--- src/rtl/fgc_pkg.sv ---
package fgc_pkg;
  typedef logic [7:0] fgc_byte_t;
  localparam int unsigned BYTE_W = 8;
endpackage

--- src/rtl/fgc_shadow.sv ---
module fgc_shadow
  import fgc_pkg::*;
#(
  parameter int unsigned NUM_BYTES = 4,
  parameter int unsigned AW = 2,
  parameter logic [8*NUM_BYTES-1:0] OTF_MASK = '0,
  localparam int unsigned W = BYTE_W * NUM_BYTES
) (
  input  logic          clk_i,
  input  logic          rst_ni,
  input  logic          wr_en_i,
  input  logic [AW-1:0] wr_addr_i,
  input  fgc_byte_t     wr_data_i,
  input  logic          gate_open_i,
  output logic [W-1:0]  shadow_o,
  output logic          err_o
);
  logic [W-1:0]         shadow_q;
  logic [NUM_BYTES-1:0] sel;
  fgc_byte_t            cur_byte, otf_byte;
  logic                 gated_diff, reject, accept;

  for (genvar i = 0; i < NUM_BYTES; i++) begin : g_sel
    assign sel[i] = wr_en_i && (wr_addr_i == AW'(i));
  end

  always_comb begin
    cur_byte = '0;
    otf_byte = '0;
    for (int i = 0; i < NUM_BYTES; i++) begin
      if (sel[i]) begin
        cur_byte = shadow_q[i*BYTE_W +: BYTE_W];
        otf_byte = OTF_MASK[i*BYTE_W +: BYTE_W];
      end
    end
  end

  assign gated_diff = |((wr_data_i ^ cur_byte) & ~otf_byte);
  assign reject     = (|sel) && gated_diff && !gate_open_i;
  assign accept     = (|sel) && !reject;

  for (genvar i = 0; i < NUM_BYTES; i++) begin : g_byte
    always_ff @(posedge clk_i or negedge rst_ni) begin
      if (!rst_ni)                shadow_q[i*BYTE_W +: BYTE_W] <= '0;
      else if (accept && sel[i])  shadow_q[i*BYTE_W +: BYTE_W] <= wr_data_i;
    end
  end

  always_ff @(posedge clk_i or negedge rst_ni) begin
    if (!rst_ni)     err_o <= 1'b0;
    else if (reject) err_o <= 1'b1;
  end

  assign shadow_o = shadow_q;

  AST_REJECT_HOLDS: assert property (@(posedge clk_i) disable iff (!rst_ni)
    reject |=> $stable(shadow_q));
  AST_ERR_SETS: assert property (@(posedge clk_i) disable iff (!rst_ni)
    reject |=> err_o);
  AST_ERR_STICKY: assert property (@(posedge clk_i) disable iff (!rst_ni)
    err_o |=> err_o);
endmodule

--- src/rtl/fgc_dwell.sv ---
module fgc_dwell #(
  parameter int unsigned DWELL_FRAMES = 3,
  localparam int unsigned CW = $clog2(DWELL_FRAMES + 1)
) (
  input  logic clk_i,
  input  logic rst_ni,
  input  logic frame_i,
  input  logic next_neutral_i,
  output logic open_o
);
  logic [CW-1:0] cnt_q;

  always_ff @(posedge clk_i or negedge rst_ni) begin
    if (!rst_ni) cnt_q <= CW'(DWELL_FRAMES);  // neutral after reset
    else if (frame_i) begin
      if (!next_neutral_i)                  cnt_q <= '0;
      else if (cnt_q != CW'(DWELL_FRAMES))  cnt_q <= cnt_q + 1'b1;
    end
  end

  assign open_o = (cnt_q == CW'(DWELL_FRAMES));

  AST_DWELL_CLEAR: assert property (@(posedge clk_i) disable iff (!rst_ni)
    (frame_i && !next_neutral_i) |=> !open_o);
  AST_DWELL_RANGE: assert property (@(posedge clk_i) disable iff (!rst_ni)
    cnt_q <= CW'(DWELL_FRAMES));
  AST_DWELL_HOLD: assert property (@(posedge clk_i) disable iff (!rst_ni)
    !frame_i |=> $stable(cnt_q));
endmodule

--- src/rtl/fgc_status_pipe.sv ---
module fgc_status_pipe #(
  parameter int unsigned W = 32,
  parameter int unsigned LAT = 3
) (
  input  logic         clk_i,
  input  logic         rst_ni,
  input  logic         frame_i,
  input  logic [W-1:0] ctrl_i,
  output logic [W-1:0] status_o
);
  logic [W-1:0] stage_q [LAT];

  for (genvar s = 0; s < LAT; s++) begin : g_stage
    always_ff @(posedge clk_i or negedge rst_ni) begin
      if (!rst_ni)      stage_q[s] <= '0;
      else if (frame_i) stage_q[s] <= (s == 0) ? ctrl_i : stage_q[(s == 0) ? 0 : s-1];
    end
  end

  assign status_o = stage_q[LAT-1];

  AST_STATUS_HOLD: assert property (@(posedge clk_i) disable iff (!rst_ni)
    !frame_i |=> $stable(status_o));
endmodule

--- src/rtl/frame_gated_ctrl.sv ---
module frame_gated_ctrl
  import fgc_pkg::*;
#(
  parameter int unsigned NUM_BYTES    = 4,
  parameter int unsigned DWELL_FRAMES = 3,
  parameter int unsigned STATUS_LAT   = 3,
  parameter int unsigned MODE_LSB     = 0,
  parameter int unsigned MODE_W       = 2,
  parameter logic [MODE_W-1:0] MODE_NEUTRAL = '0,
  parameter logic [8*NUM_BYTES-1:0] OTF_MASK = 32'h0000_F003,
  parameter int unsigned AW = (NUM_BYTES > 1) ? $clog2(NUM_BYTES) : 1
) (
  input  logic                  clk_i,
  input  logic                  rst_ni,
  input  logic                  wr_en_i,
  input  logic [AW-1:0]         wr_addr_i,
  input  logic [7:0]            wr_data_i,
  input  logic                  frame_i,
  output logic [8*NUM_BYTES-1:0] ctrl_o,
  output logic [8*NUM_BYTES-1:0] status_o,
  output logic                  err_o
);
  localparam int unsigned W = BYTE_W * NUM_BYTES;

  logic [W-1:0] shadow, ctrl_q;
  logic         pend_neutral, dwell_open;

  assign pend_neutral = (shadow[MODE_LSB +: MODE_W] == MODE_NEUTRAL);

  fgc_shadow #(.NUM_BYTES(NUM_BYTES), .AW(AW), .OTF_MASK(OTF_MASK)) i_shadow (
    .clk_i, .rst_ni, .wr_en_i, .wr_addr_i, .wr_data_i,
    .gate_open_i (dwell_open && pend_neutral),
    .shadow_o    (shadow),
    .err_o
  );

  fgc_dwell #(.DWELL_FRAMES(DWELL_FRAMES)) i_dwell (
    .clk_i, .rst_ni, .frame_i,
    .next_neutral_i (pend_neutral),
    .open_o         (dwell_open)
  );

  always_ff @(posedge clk_i or negedge rst_ni) begin
    if (!rst_ni)      ctrl_q <= '0;
    else if (frame_i) ctrl_q <= shadow;
  end

  fgc_status_pipe #(.W(W), .LAT(STATUS_LAT)) i_status (
    .clk_i, .rst_ni, .frame_i,
    .ctrl_i   (ctrl_q),
    .status_o
  );

  assign ctrl_o = ctrl_q;

  AST_CTRL_FRAME_ONLY: assert property (@(posedge clk_i) disable iff (!rst_ni)
    !frame_i |=> $stable(ctrl_o));
  AST_CTRL_TAKES_PENDING: assert property (@(posedge clk_i) disable iff (!rst_ni)
    frame_i |=> (ctrl_o == $past(shadow)));
endmodule

--- config.mk ---
export PLATFORM = sky130hd
export DESIGN_NAME = frame_gated_ctrl
export DESIGN_NICKNAME = d
export VERILOG_FILES = /design/src/rtl/fgc_pkg.sv /design/src/rtl/fgc_shadow.sv /design/src/rtl/fgc_dwell.sv /design/src/rtl/fgc_status_pipe.sv /design/src/rtl/frame_gated_ctrl.sv
export SDC_FILE = /design/constraint.sdc
export NUM_CORES = 1
export LEC_CHECK = 0
export BUFFER_PORTS_ARGS = -buffer_cell sky130_fd_sc_hd__buf_2
export CAP_MARGIN = 20
export CORE_MARGIN = 5
export CORE_UTILIZATION = 63
export DETAILED_ROUTE_END_ITERATION = 16
export PLACE_DENSITY = 0.95
export REMOVE_ABC_BUFFERS = 1
export SLEW_MARGIN = 40
export SYNTH_ARGS = -nofsm -noshare
export SYNTH_HDL_FRONTEND = slang
export SYNTH_SLANG_ARGS = --single-unit
--- constraint.sdc ---
create_clock -name clk_i -period 4.1 [get_ports clk_i]
set_input_delay 0.205 -clock clk_i [delete_from_list [all_inputs] [get_ports clk_i]]
set_output_delay 0.205 -clock clk_i [all_outputs]
set_load 0.05 [all_outputs]
==> metrics.csv, run 1 <==
metric;value;unit
crit_buf_inv;0;
synth_area_leaders;dfrtp_1, mux2_2, buf_4;
drtAntennaViolNets;0;
num_antenna_cells;0;
grt_pass1_wl;22500;um
wl_per_cell;19.1;um
slowest_delay;0.56;ns
critPathCaptureType;flop;
ys_warn_count;0;
hold_class;primary input to flop;
ctsHtreeMaxLevel;4;
cts_setup_buffers;0;
cts.repair.resized;0;
drt-pass1-iter-count;5;
antenna_found_initial;0;
ys_types;40;
gp_congestion;0.821;
cts_tree;yes;
switching_share;36.5;%
final_nets;560;
peakVddDrop;453;uV
postSynthCellCount;491;
die_x;115;um
seqPwrFrac;42.3;%
max_freq;0.385;GHz
clock_tree.root_cell;clkbuf_8;
drv_cap;0;
path_cells;mux2i_1 -> and3_1 -> or4_4 -> or3_1 -> a21boi_4 -> mux2_2;
io_pins;79;
yosys_most_used_dff;dfrtp_1;
layout_min_cycle_time;2.59;ns
clkSinkCount;163;
drive_above_1_share;49.5;%
drv_slew;0;
area_delta_synth_final;14.1;%
p_int;0.00365;W
hold_violations;0;
vias_per_cell;5.96;
instances_no_fill;698;
wirelength;13300;um
cpMaxStageDelayCell;or4_4;
switching_power;0.00210;W
ys_ff_latch;163;
status;completed;
cp.arrival;3.01;ns
power_frac_comb;29.8;%
synth_edf_count;0;
tightestPinTransition;0.781;ns
cts_buffers;17;
drt-initial-drc-count;354;
finalSetupTns;0;ns
dieArea;0.0132;mm2
grt.overflow.total;0;
synth_seq_area_share;58.7;%
grt_pass1_vias;4346;
maxSlewHeadroom;47.7;%
path_class;flop to flop;
vias;4158;
synthArstFlopShare;100;%
crit_family;simple AND/OR/NAND/NOR gates;
initial_core_util;64.1;%
worstPathRequired;4.51;ns
io_buffers;78;
p_leak;3.43;nW
rows;38;
die-height;115;um
grtUsageTotal;21.8;%
setup_viol;0;
dpl.cell_count;657;
core_area;0.0108;mm2
synth.top_cell.area_share;57.9;%
final_common_cell;dfrtp_1;
synth_area;0.00695;mm2
rsz0062_at_grt;false;
clk_pin_slew;0.07;ns
avgSynthCellArea;14.2;um2
power_density;725;mW/mm2
drc_errors;0;
grt_max_degree;112;
synth_top_area_cell;dfrtp_1;
power.share.clock;28.0;%
layout_common_cells;dfrtp_1, mux2_2, buf_2;
dpl.hpwl;8520;um
finalCritPeriodShare;63.3;%
clkLatencyLatePin;0.53;ns
cts_buffer_depth;2;
startpoint_type;flop;
fin_skew;0.00767;ns
worst-path-max-fanout;9;
==> worst paths after layout <==
check                      depth (start not counted)  slack, ns                                end                              start
min in group asynchronous                          2       0.18   i_status.status_o[0]$_DFFE_PN0P_                             rst_ni
max in group asynchronous                          4       2.90  i_status.status_o[20]$_DFFE_PN0P_                             rst_ni
min reg2reg                                        1       0.50  i_status.status_o[15]$_DFFE_PN0P_   i_status.stage_q[47]$_DFFE_PN0P_
min                                                3       0.06  i_shadow.shadow_o[24]$_DFFE_PN0P_                       wr_data_i[0]
max                                                6       1.51  i_shadow.shadow_o[13]$_DFFE_PN0P_  i_shadow.shadow_o[27]$_DFFE_PN0P_
max reg2reg                                        6       1.51  i_shadow.shadow_o[13]$_DFFE_PN0P_  i_shadow.shadow_o[27]$_DFFE_PN0P_
==> power groups by stage <==
stage | sequential [W] | combinational, W | clock [W]
finish | 0.00243 | 0.00171 | 0.00161
global route | 0.00250 | 0.00181 | 0.00171
detailed placement | 0.00245 | 0.00170 | 0
floorplan | 0.00310 | 0.000550 | 0
global placement | 0.00240 | 0.00165 | 0
CTS | 0.00243 | 0.00173 | 0.00163
==> cell usage after synthesis, types with 3 or more instances <==
cell      instances
buf_2             4
nand2b_1          5
nor4_1            3
nand4_1           8
o211ai_1          8
mux2i_1          15
inv_1             5
nor2_1            6
mux2_2          153
clkbuf_1         17
nand2_1           4
buf_4            32
buf_1             3
dfrtp_1         161
and3_1            8
nand3b_1          3
xor2_1            5
nand3_1          12
o22ai_1           5
a21oi_1          10
==> metrics by stage <==
step | instance area [um2] | power [W] | setup WS (ns) | util [%] | hold WS (ns)
final | 7940 | 0.00575 | 1.51 | 73.2 | 0.0574
after global routing | 7940 | 0.00602 | 1.37 | 73.2 | 0.0475
after floorplan | 6610 | 0.00365 | 1.59 | - | -0.0906
after CTS | 7910 | 0.00579 | 1.52 | 72.9 | 0.00716
after global placement | 7220 | 0.00405 | 1.34 | 66.6 | 0.379
after detailed placement | 7220 | 0.00415 | 1.28 | 66.6 | 0.321
==> layer usage <==
metal / share of wire [%] / routed length [um] / track usage [%]
met5: 0 / 0 / 0
met4: 2.1 / 284 / 8.84
met3: 5.4 / 724 / 5.68
met2: 51 / 6760 / 35.6
met1: 42 / 5530 / 28.1
==> layout make-up <==
type | count | area (um2)
tap | 140 | 175
timing repair buffer | 92 | 548
fill | 675 | 2910
sequential | 163 | 4080
multi-input combinational | 266 | 2510
inverter | 5 | 18.8
clock buffer | 18 | 428
clock inverter | 14 | 178
==> flip-flops by register name (all words and copies together), names as in the netlist <==
register and count:
i_status.status_o 32, ctrl_o 32, i_shadow.err_o 1, i_shadow.shadow_o 32, i_status.stage_q 64, i_dwell.cnt_q 2
==> repair_timing <==
action,4_1_cts,5_1_grt
setup endpoints to repair,0,0
hold buffers,8,0
hold endpoints to repair,126,0
==> kinds of logic after synthesis <==
| family | synth area share [%] |
|---|---|
| multiplexers | 26.9 |
| AO/OA/AOI/OAI | 3.35 |
| XOR/XNOR | 0.630 |
| AND/OR/NAND/NOR | 4.95 |
| buffers and inverters | 5.25 |
| flip-flops | 58.7 |
| adder cells (fa/ha/maj) | 0.180 |
==> worst reg2reg max path: cells and delay by family, from the launching register on <==
family	cells	cell delay (ns)
compound gates	1	0.33
flops	1	0.42
mux	2	0.49
simple gates	3	1.24
(Power assumes the default switching activity.)
==> run 2: changes to the inputs <==
CORE_UTILIZATION = 52   (was 63)
PLACE_DENSITY = 0.85   (was 0.95)
clock period = 2.1 ns   (was 4.1 ns; I/O delays follow)
==> run 2 against run 1 <==
Against the previous run:
- the run now ends with negative setup slack left
- non-clock buffer count increased by 48
- critical path depth increased by 1
- fmax increased by 14%
- final area increased by 7.5%
- flip-flop and latch count unchanged
- via count increased by 0.24%
- critical path type unchanged
- critical endpoint is now i_shadow.shadow_o[14]$_DFFE_PN0P_
==> metrics.csv, run 2 (same netlist as run 1, synthesis figures left out) <==
metric;value;unit;change
status;finished, violations left;;
violations;negative setup slack;;
slowest_delay;0.50;ns;-0.06 ns
drt-initial-drc-count;177;;-50%
dieArea;0.0158;mm2;+19%
peakVddDrop;812;uV;+79%
rsz0062_at_grt;true;;
drtAntennaViolNets;0;;unchanged
largest_register_ffs;64;;unchanged
cts_buffer_depth;2;;unchanged
ctsHtreeMaxLevel;4;;unchanged
finalSetupTns;-3.51;ns;-3.51 ns
crit_buf_inv;1;;+1
rows;42;;+11%
wl_per_cell;17.2;um;-9.6%
grt_busiest_layer;met2;;
p_int;0.00771;W;+110%
power.share.clock;29.3;%;+1.3 points
area_delta_synth_final;22.7;%;
io_pins;79;;unchanged
grt_max_degree;80;;-29%
p_total;0.0117;W;+100%
critPathCaptureType;flop;;
num_antenna_cells;0;;unchanged
power_frac_comb;30.6;%;+0.8 points
startpoint_type;flop;;
initial_core_util;52.7;%;-11 points
use_met3;4.28;%;-1.4 points
cp.arrival;2.58;ns;-0.43 ns
drv_cap;0;;unchanged
hold_class;primary input to flop;;
clkSinkCount;163;;unchanged
switching_power;0.00399;W;+90%
vias;4168;;+0.24%
clkLatencyLatePin;0.42;ns;-0.11 ns
finalCritPeriodShare;108;%;+45 points
wirelength;13500;um;+1.3%
worstPathRequired;2.41;ns;-2.10 ns
fin_skew;0.0134;ns;+0.00572 ns
top_register;i_status.stage_q;;
finalWorstSetupSlack;-0.169;ns;-1.67 ns
seqPwrFrac;40.0;%;-2.3 points
final_nets;608;;+8.6%
switching_share;34.1;%;-2.4 points
layout_common_cells;dfrtp_1, mux2_2, buf_2;;
layout_min_cycle_time;2.27;ns;-0.325 ns
r2r_slack;-0.17;ns;-1.67 ns
tightestPinTransition;0.674;ns;-0.108 ns
multi_input_area;0.00258;mm2;+3.1%
worst-path-max-fanout;8;;-1
regArea;0.00408;mm2;unchanged
dpl.hpwl;9270;um;+8.7%
setup_viol;32;;+32
p_leak;3.73;nW;+8.9%
drt-pass1-iter-count;4;;-1
max_freq;0.441;GHz;+14%
vias_per_cell;5.33;;-11%
hold_ws;0.0307;ns;-0.0267 ns
drv_slew;0;;unchanged
cts_tree;yes;;
cts_buffers;17;;unchanged
path_class;flop to flop;;
cpMaxStageDelayCell;or4_4;;
path_cells;nand3b_1 -> a41oi_1 -> or4_4 -> or3_4 -> a21boi_4 -> buf_12 -> mux2_4;;
power_density;1370;mW/mm2;+89%
gp_congestion;0.858;;+4.4%
die_x;126;um;+9.2%
clock_tree.root_cell;clkbuf_16;;
maxSlewHeadroom;54.9;%;+7.2 points
die-height;126;um;+9.2%
use_met1;22.4;%;-5.7 points
antenna_found_initial;0;;unchanged
grt_pass1_wl;23000;um;+2.2%
final_common_cell;dfrtp_1;;
crit_family;simple AND/OR/NAND/NOR gates;;
grt.overflow.total;0;;unchanged
grt_pass1_vias;4515;;+3.9%
dpl-instance-area;0.00770;mm2;+6.6%
drive_above_1_share;54.3;%;+4.8 points
io_buffers;78;;unchanged
met2_usage;30.6;%;-5.0 points
hold_violations;0;;unchanged
core_area;0.0132;mm2;+22%
grtUsageTotal;18.0;%;-3.9 points
clk_pin_slew;0.06;ns;about the same
fin_area;0.00853;mm2;+7.5%
drc_errors;0;;unchanged
fillerInstances;1001;;+48%
==> run 2: cell count changes in the layout (fill, tap and decap cells not counted), sizes merged <==
cell,delta
buf,+53
clkbuf,+5
clkinv,-5
dlygate4sd3,-5
bufinv,+3
inv,-3
==> run 2: final timing paths <==
kind / start / endpoint / cells after the start
worst max register to register: i_shadow.shadow_o[9]$_DFFE_PN0P_ / i_shadow.shadow_o[14]$_DFFE_PN0P_ / 7
min in group asynchronous: rst_ni / i_status.stage_q[86]$_DFFE_PN0P_ / 2
worst min-delay path: wr_data_i[2] / i_shadow.shadow_o[18]$_DFFE_PN0P_ / 2
worst min register to register: i_shadow.err_o$_DFFE_PN0P_ / i_shadow.err_o$_DFFE_PN0P_ / 1
worst max-delay path: i_shadow.shadow_o[9]$_DFFE_PN0P_ / i_shadow.shadow_o[14]$_DFFE_PN0P_ / 7
max in group asynchronous: rst_ni / i_status.status_o[11]$_DFFE_PN0P_ / 3
==> run 2: per-layer routing <==
metal  share of wire, %  up-vias  wire length, um
met4                1.9        0              260
met5                  0        -                0
met1                 43     2112             5790
met2                 51       96             6860
li1                   -     1940                -
met3                4.1       20              551
==> run 2: final cells by class <==
class	instances	area share (%)
flip-flops and latches	163	47.9
multi-input cells	266	30.3
repair buffers	140	11.3
clock buffers	23	5.37
well taps	176	2.58
clock inverters	9	2.36
inverters	5	0.220
==> run 2: power by group through the flow <==
stage | Combinational [W] | Clock [W] | Sequential [W]
after floorplan | 0.00107 | 0 | 0.00605
after global placement | 0.00343 | 0 | 0.00466
after detailed placement | 0.00352 | 0 | 0.00474
after CTS | 0.00357 | 0.00351 | 0.00470
after global routing | 0.00380 | 0.00366 | 0.00482
final | 0.00358 | 0.00343 | 0.00468
==> run 2: stage by stage <==
stage                     setup slack [ns]  cells  utilization, %
after global placement              -0.205    741            58.4
after detailed placement            -0.248    741            58.4
after global routing                -0.227    782            64.7
final                               -0.169    782            64.7
after floorplan                     -0.415    434               -
after CTS                           -0.174    781            64.2
==> run 2: timing repair <==
action                                 4_1_cts  5_1_grt
endpoints found under the hold margin       44        0
gates cloned                                 0        0
hold buffers                                 3        0
setup endpoints to repair                   32       32
resized for setup                            5       11
pin swaps                                    5       10
buffers inserted                             6        1
